$ cat src/rtl/fcs_pkg.sv
package fcs_pkg;

  typedef enum logic [2:0] {
    S_IDLE,
    S_POLL_REQ,
    S_POLL_WAIT,
    S_STEP_REQ,
    S_STEP_WAIT,
    S_FINISH
  } seq_state_t;

  typedef enum logic [2:0] {
    D_CFG,
    D_STAT,
    D_PROT,
    D_PROTB,
    D_CMD,
    D_ARRAY
  } dest_t;

  localparam int STEP_COUNT = 9;
  localparam int STEP_W     = $clog2(STEP_COUNT);
  localparam int DONE_BIT   = 6;
  localparam int ERR_MASK   = 'h30;
  localparam int LAUNCH_VAL = 'h80;

endpackage

$ cat src/rtl/fcs_step_rom.sv
module fcs_step_rom
  import fcs_pkg::*;
#(
  parameter int DATA_W = 16,
  parameter int CMD_W  = 8
) (
  input  logic [STEP_W-1:0] step,
  input  logic [CMD_W-1:0]  cmd_code,
  output dest_t             dest,
  output logic [DATA_W-1:0] value,
  output logic              last
);

  always_comb begin
    dest  = D_CFG;
    value = '0;
    unique case (step)
      STEP_W'(0): begin dest = D_CFG;   value = '0; end
      STEP_W'(1): begin dest = D_STAT;  value = DATA_W'('h04); end
      STEP_W'(2): begin dest = D_STAT;  value = DATA_W'('h10); end
      STEP_W'(3): begin dest = D_STAT;  value = DATA_W'('h20); end
      STEP_W'(4): begin dest = D_PROT;  value = '0; end
      STEP_W'(5): begin dest = D_PROTB; value = '0; end
      STEP_W'(6): begin dest = D_ARRAY; value = '0; end
      STEP_W'(7): begin dest = D_CMD;   value = DATA_W'(cmd_code); end
      STEP_W'(8): begin dest = D_STAT;  value = DATA_W'(LAUNCH_VAL); end
      default:    begin dest = D_CFG;   value = '0; end
    endcase
  end

  assign last = (step == STEP_W'(STEP_COUNT - 1));

endmodule

$ cat src/rtl/fcs_poll_timer.sv
module fcs_poll_timer #(
  parameter int POLL_LIMIT = 100
) (
  input  logic clk,
  input  logic rst,
  input  logic clr,
  input  logic tick,
  output logic last_read
);

  localparam int CNT_W = $clog2(POLL_LIMIT + 1);

  logic [CNT_W-1:0] cnt;

  always_ff @(posedge clk) begin
    if (rst || clr) cnt <= '0;
    else if (tick)  cnt <= cnt + 1'b1;
  end

  assign last_read = (cnt == CNT_W'(POLL_LIMIT - 1));

endmodule

$ cat src/rtl/flash_cmd_seq.sv
module flash_cmd_seq
  import fcs_pkg::*;
#(
  parameter int ADDR_W     = 24,
  parameter int DATA_W     = 16,
  parameter int CMD_W      = 8,
  parameter int REG_BASE   = 'hF400,
  parameter int OFF_CFG    = 'h01,
  parameter int OFF_PROT   = 'h10,
  parameter int OFF_PROTB  = 'h11,
  parameter int OFF_STAT   = 'h13,
  parameter int OFF_CMD    = 'h14,
  parameter int POLL_LIMIT = 100
) (
  input  logic              clk,
  input  logic              rst,
  input  logic              start,
  input  logic [CMD_W-1:0]  cmd_code,
  input  logic [ADDR_W-1:0] tgt_addr,
  input  logic [DATA_W-1:0] tgt_data,
  input  logic              space_prog,
  output logic              busy,
  output logic              bus_rd,
  output logic              bus_wr,
  output logic [ADDR_W-1:0] bus_addr,
  output logic [DATA_W-1:0] bus_wdata,
  input  logic [DATA_W-1:0] bus_rdata,
  input  logic              bus_ready,
  output logic              arr_wr,
  output logic [ADDR_W-1:0] arr_addr,
  output logic [DATA_W-1:0] arr_wdata,
  output logic              arr_prog,
  input  logic              arr_ready,
  output logic              done,
  output logic [DATA_W-1:0] final_status,
  output logic              exec_err,
  output logic              timeout
);

  localparam logic [ADDR_W-1:0] A_CFG   = ADDR_W'(REG_BASE + OFF_CFG);
  localparam logic [ADDR_W-1:0] A_PROT  = ADDR_W'(REG_BASE + OFF_PROT);
  localparam logic [ADDR_W-1:0] A_PROTB = ADDR_W'(REG_BASE + OFF_PROTB);
  localparam logic [ADDR_W-1:0] A_STAT  = ADDR_W'(REG_BASE + OFF_STAT);
  localparam logic [ADDR_W-1:0] A_CMD   = ADDR_W'(REG_BASE + OFF_CMD);
  localparam logic [DATA_W-1:0] ERR_BITS = DATA_W'(ERR_MASK);

  seq_state_t          state;
  logic [STEP_W-1:0]   step;
  logic [CMD_W-1:0]    cmd_q;
  logic [ADDR_W-1:0]   addr_q;
  logic [DATA_W-1:0]   data_q;
  logic                space_q;
  logic                launched;
  logic                to_q;
  logic [DATA_W-1:0]   stat_q;

  dest_t               step_dest;
  logic [DATA_W-1:0]   step_val;
  logic                step_last;
  logic [ADDR_W-1:0]   step_addr;
  logic                poll_last;
  logic                step_ack;
  logic                timer_clr;
  logic                timer_tick;

  fcs_step_rom #(.DATA_W(DATA_W), .CMD_W(CMD_W)) u_rom (
    .step     (step),
    .cmd_code (cmd_q),
    .dest     (step_dest),
    .value    (step_val),
    .last     (step_last)
  );

  always_comb begin
    unique case (step_dest)
      D_CFG:   step_addr = A_CFG;
      D_STAT:  step_addr = A_STAT;
      D_PROT:  step_addr = A_PROT;
      D_PROTB: step_addr = A_PROTB;
      D_CMD:   step_addr = A_CMD;
      default: step_addr = A_CFG;
    endcase
  end

  assign step_ack   = (bus_wr && bus_ready) || (arr_wr && arr_ready);
  assign timer_tick = (state == S_POLL_WAIT) && bus_ready;
  assign timer_clr  = (state == S_IDLE) ||
                      ((state == S_STEP_WAIT) && step_ack && step_last);

  fcs_poll_timer #(.POLL_LIMIT(POLL_LIMIT)) u_timer (
    .clk       (clk),
    .rst       (rst),
    .clr       (timer_clr),
    .tick      (timer_tick),
    .last_read (poll_last)
  );

  always_ff @(posedge clk) begin
    if (rst) begin
      state        <= S_IDLE;
      step         <= '0;
      cmd_q        <= '0;
      addr_q       <= '0;
      data_q       <= '0;
      space_q      <= 1'b0;
      launched     <= 1'b0;
      to_q         <= 1'b0;
      stat_q       <= '0;
      busy         <= 1'b0;
      bus_rd       <= 1'b0;
      bus_wr       <= 1'b0;
      bus_addr     <= '0;
      bus_wdata    <= '0;
      arr_wr       <= 1'b0;
      arr_addr     <= '0;
      arr_wdata    <= '0;
      arr_prog     <= 1'b0;
      done         <= 1'b0;
      final_status <= '0;
      exec_err     <= 1'b0;
      timeout      <= 1'b0;
    end else begin
      done <= 1'b0;
      unique case (state)
        S_IDLE: begin
          if (start) begin
            cmd_q    <= cmd_code;
            addr_q   <= tgt_addr;
            data_q   <= tgt_data;
            space_q  <= space_prog;
            launched <= 1'b0;
            to_q     <= 1'b0;
            busy     <= 1'b1;
            bus_rd   <= 1'b1;
            bus_addr <= A_STAT;
            state    <= S_POLL_WAIT;
          end
        end
        S_POLL_REQ: begin
          bus_rd   <= 1'b1;
          bus_addr <= A_STAT;
          state    <= S_POLL_WAIT;
        end
        S_POLL_WAIT: begin
          if (bus_ready) begin
            bus_rd <= 1'b0;
            stat_q <= bus_rdata;
            if (bus_rdata[DONE_BIT]) begin
              if (launched) begin
                state <= S_FINISH;
              end else begin
                step  <= '0;
                state <= S_STEP_REQ;
              end
            end else if (poll_last) begin
              to_q  <= 1'b1;
              state <= S_FINISH;
            end else begin
              state <= S_POLL_REQ;
            end
          end
        end
        S_STEP_REQ: begin
          if (step_dest == D_ARRAY) begin
            arr_wr    <= 1'b1;
            arr_addr  <= addr_q;
            arr_wdata <= data_q;
            arr_prog  <= space_q;
          end else begin
            bus_wr    <= 1'b1;
            bus_addr  <= step_addr;
            bus_wdata <= step_val;
          end
          state <= S_STEP_WAIT;
        end
        S_STEP_WAIT: begin
          if (step_ack) begin
            bus_wr <= 1'b0;
            arr_wr <= 1'b0;
            if (step_last) begin
              launched <= 1'b1;
              state    <= S_POLL_REQ;
            end else begin
              step  <= step + 1'b1;
              state <= S_STEP_REQ;
            end
          end
        end
        S_FINISH: begin
          done         <= 1'b1;
          busy         <= 1'b0;
          final_status <= stat_q;
          timeout      <= to_q;
          exec_err     <= !to_q && ((stat_q & ERR_BITS) != '0);
          state        <= S_IDLE;
        end
        default: state <= S_IDLE;
      endcase
    end
  end

endmodule

$ cat config.mk
export PLATFORM = sky130hd
export DESIGN_NAME = flash_cmd_seq
export DESIGN_NICKNAME = d
export VERILOG_FILES = /design/src/rtl/fcs_pkg.sv /design/src/rtl/fcs_step_rom.sv /design/src/rtl/fcs_poll_timer.sv /design/src/rtl/flash_cmd_seq.sv
export SDC_FILE = /design/constraint.sdc
export NUM_CORES = 1
export LEC_CHECK = 0
export BUFFER_PORTS_ARGS = -buffer_cell sky130_fd_sc_hd__buf_2
export CORE_MARGIN = 3
export CORE_UTILIZATION = 54
export CTS_BUF_LIST = sky130_fd_sc_hd__clkbuf_8
export DETAILED_ROUTE_END_ITERATION = 7
export PLACE_DENSITY = 0.89
export SLEW_MARGIN = 40
export SYNTH_ARGS = -nofsm -noshare
export SYNTH_HDL_FRONTEND = slang
export SYNTH_HIERARCHICAL = 1
export SYNTH_SLANG_ARGS = --single-unit
$ cat constraint.sdc
create_clock -name clk -period 3 [get_ports clk]
set_input_delay 0.15 -clock clk [delete_from_list [all_inputs] [get_ports clk]]
set_output_delay 0.15 -clock clk [all_outputs]
set_load 0.005 [all_outputs]
==> flow_summary.ini <==
[place]
portBuffers = 158
dpl_cell_area_um2 = 7113
place_hpwl_um = 9759
gp_congestion = 0.7822

[synth]
netlist_area_um2 = 6465
synth-edff-count = 0
syn_avg_cell_area_um2 = 7.972
ys_async_sr_fraction_pct = 0
seq_area_frac_synth_pct = 51.40
synth_cell_types = 53
syn_inst = 811
synth_ff_type = dfxtp_1
ys_ff_latch = 166
yosysWarnings = 6

[cells_and_area]
fin_util_pct = 70.30
fillerInstances = 859
final_nets = 1075
drive_above_1_share_pct = 20.59
final_cell_area_um2 = 8130
syn_to_final_growth_pct = 25.76
final_cell_mix = nand2_1, dfxtp_1, buf_2
layout_commonest_cell = nand2_1

[clock_network]
cts_tree = yes
clock_path_buffers = 2
cts_resized = 0
htree_levels = 4
cts_root_buffer = clkbuf_8
clk_pin_slew_ns = 0.09
clock_latency_ns = 0.45
cts.sinks = 166
postCtsSetupBuffers = 0
cts_buffers = 17

[sta]
setup_tns_ns = 0
fmax_ghz = 0.3872
slew_headroom_pct = 50.06
rsz0062_at_grt = no
finalCriticalPeriod_ns = 2.583
finalMaxSlewViolations = 0
hold_ws_ns = 0.08689
tightest_slew_ns = 0.7491
final_hold_viol_count = 0
fin_skew_ns = 0.01243
setup_viol = 0
min_period_over_period_pct = 86.09

[floorplan]
pin_count = 174
fp.dieH_um = 115.4
dieArea_um2 = 13320
die_w_um = 115.4
initial_utilization_pct = 55.90
num_rows = 39
core_um2 = 11560

[setup_path]
reg2reg_depth = 7
crit_path_max_fanout = 41
cp-start-kind = register
arrival_ns = 2.96
worstSetupEndpointType = register
required_ns = 3.38
worstSetupPathType = reg -> reg

[grt]
grt_pass1_wl_um = 26540
grt_max_degree = 61
grt_pass1_vias = 5755
grt_use_total_pct = 24.99
overflow = 0
antenna_found_initial = 0

[drt]
drc = 0
via_per_inst = 5.219
firstDrtPassIters = 5
vias = 6049
drt-initial-drc-count = 632
wire_per_inst_um = 14.62
wl_um = 16940
drtAntennaViolNets = 0

[power_and_ir_drop]
finalPower_mw = 4.124
cellPowerDensity_nw_per_um2 = 507.3
peakVddDrop_mv = 0.4070
power.leakage_nw = 3.389

[run_status]
status = completed

[hold_path]
hold_depth = 3
hold_class = in -> reg

[run]
cap_violations = 0
-- sequential cells by signal (all words and copies together), names as in the netlist, 3 cells and up --
name          cells
addr_q           24
arr_addr         24
arr_wdata        16
bus_wdata        16
data_q           16
final_status     16
stat_q           16
cmd_q             8
u_timer/cnt       7
bus_addr          5
step              4
state             3
-- cells by family (layout without fill, tap and decap cells) --
kind of cell,after synthesis,after routing,share of synthesized area [%]
fa+ha+maj,3,3,0.5807
other cells,2,24,0.1162
compound gates,176,176,14.57
xor+xnor,5,5,0.6775
flops,166,166,51.40
simple gates,369,369,24.50
mux,2,2,0.3290
buf+inv,88,271,7.819
-- worst max-delay path, stage by stage, from the launching register on --
cell      delay [ns]
dfxtp_1         0.45
nor4b_4         0.47
o21bai_1        0.34
nand3b_1        0.31
nor2_4          0.19
buf_4           0.42
nand2_1         0.15
a21oi_1         0.18
-- stage by stage --
step / setup slack, ns / cells
2_1_floorplan: 0.9510 / 832
3_3_place_gp: 0.5906 / 1061
3_5_place_dp: 0.4907 / 1061
4_1_cts: 0.4613 / 1158
5_1_grt: 0.2492 / 1158
6_report: 0.4173 / 1159
-- layer usage --
layer  global-route usage, %  part of all wire [%]
met5                       0                     0
met4                   13.46                   3.9
met3                   7.885                   6.7
met2                   42.13                    50
met1                   28.25                    39
-- cell type report --
type / count / area [um^2] / share of cell area, %
diodes: 1 / 2.502 / 0.03078
well taps: 143 / 178.9 / 2.201
flip-flops and latches: 166 / 3323 / 40.87
multi-input cells: 578 / 2738 / 33.67
repair buffers: 231 / 1504 / 18.50
clock buffers: 19 / 261.5 / 3.216
clock inverters: 13 / 92.59 / 1.139
inverters: 8 / 30.03 / 0.3693
-- report_power, final --
| part | internal [mW] | switching, mW |
|---|---|---|
| clock | 0.681 | 0.773 |
| sequential | 2.27 | 0.0426 |
| combinational | 0.164 | 0.196 |
-- path summary, 6_finish.rpt --
path,slack [ns],start,end
setup / recovery,0.42,step[0],arr_addr[6]
setup reg to reg,0.42,step[0],arr_addr[6]
hold reg to reg,0.44,addr_q[2],arr_addr[2]
hold / removal,0.09,bus_ready,state[2]
-- Yosys cell counts, types with 2 or more instances --
master     count  area [um^2]
nand2b_1       3        18.77
o21bai_1       2        15.01
nor3b_1        3        22.52
nor2_1        22        82.58
nand3_1        7        35.03
a21oi_1      156        780.8
nor2b_1        3        18.77
nand4bb_1      2        22.52
and2_1         5        31.28
or2_2          4        25.02
clkbuf_1      26        97.59
o221a_2        2        22.52
nand4_1        3        18.77
xnor2_1        2        17.52
o41ai_1        2        17.52
buf_4         28        210.2
buf_2         20        100.1
or3_1          4        25.02
conb_1         2        7.510
dfxtp_1      166         3323
nor3_1        13        65.06
ha_1           3        37.54
o21ai_0        3        15.01
buf_6          6        67.56
inv_1          7        26.28
nand2_1      287         1077
xor2_1         3        26.28
nand3b_1       2        15.01
-- repair_timing --
action	in CTS	in global routing
hold buffers	65	0
hold endpoints to repair	65	0
setup endpoints to repair	0	0
Note: power is estimated with default switching activity, not from simulation.
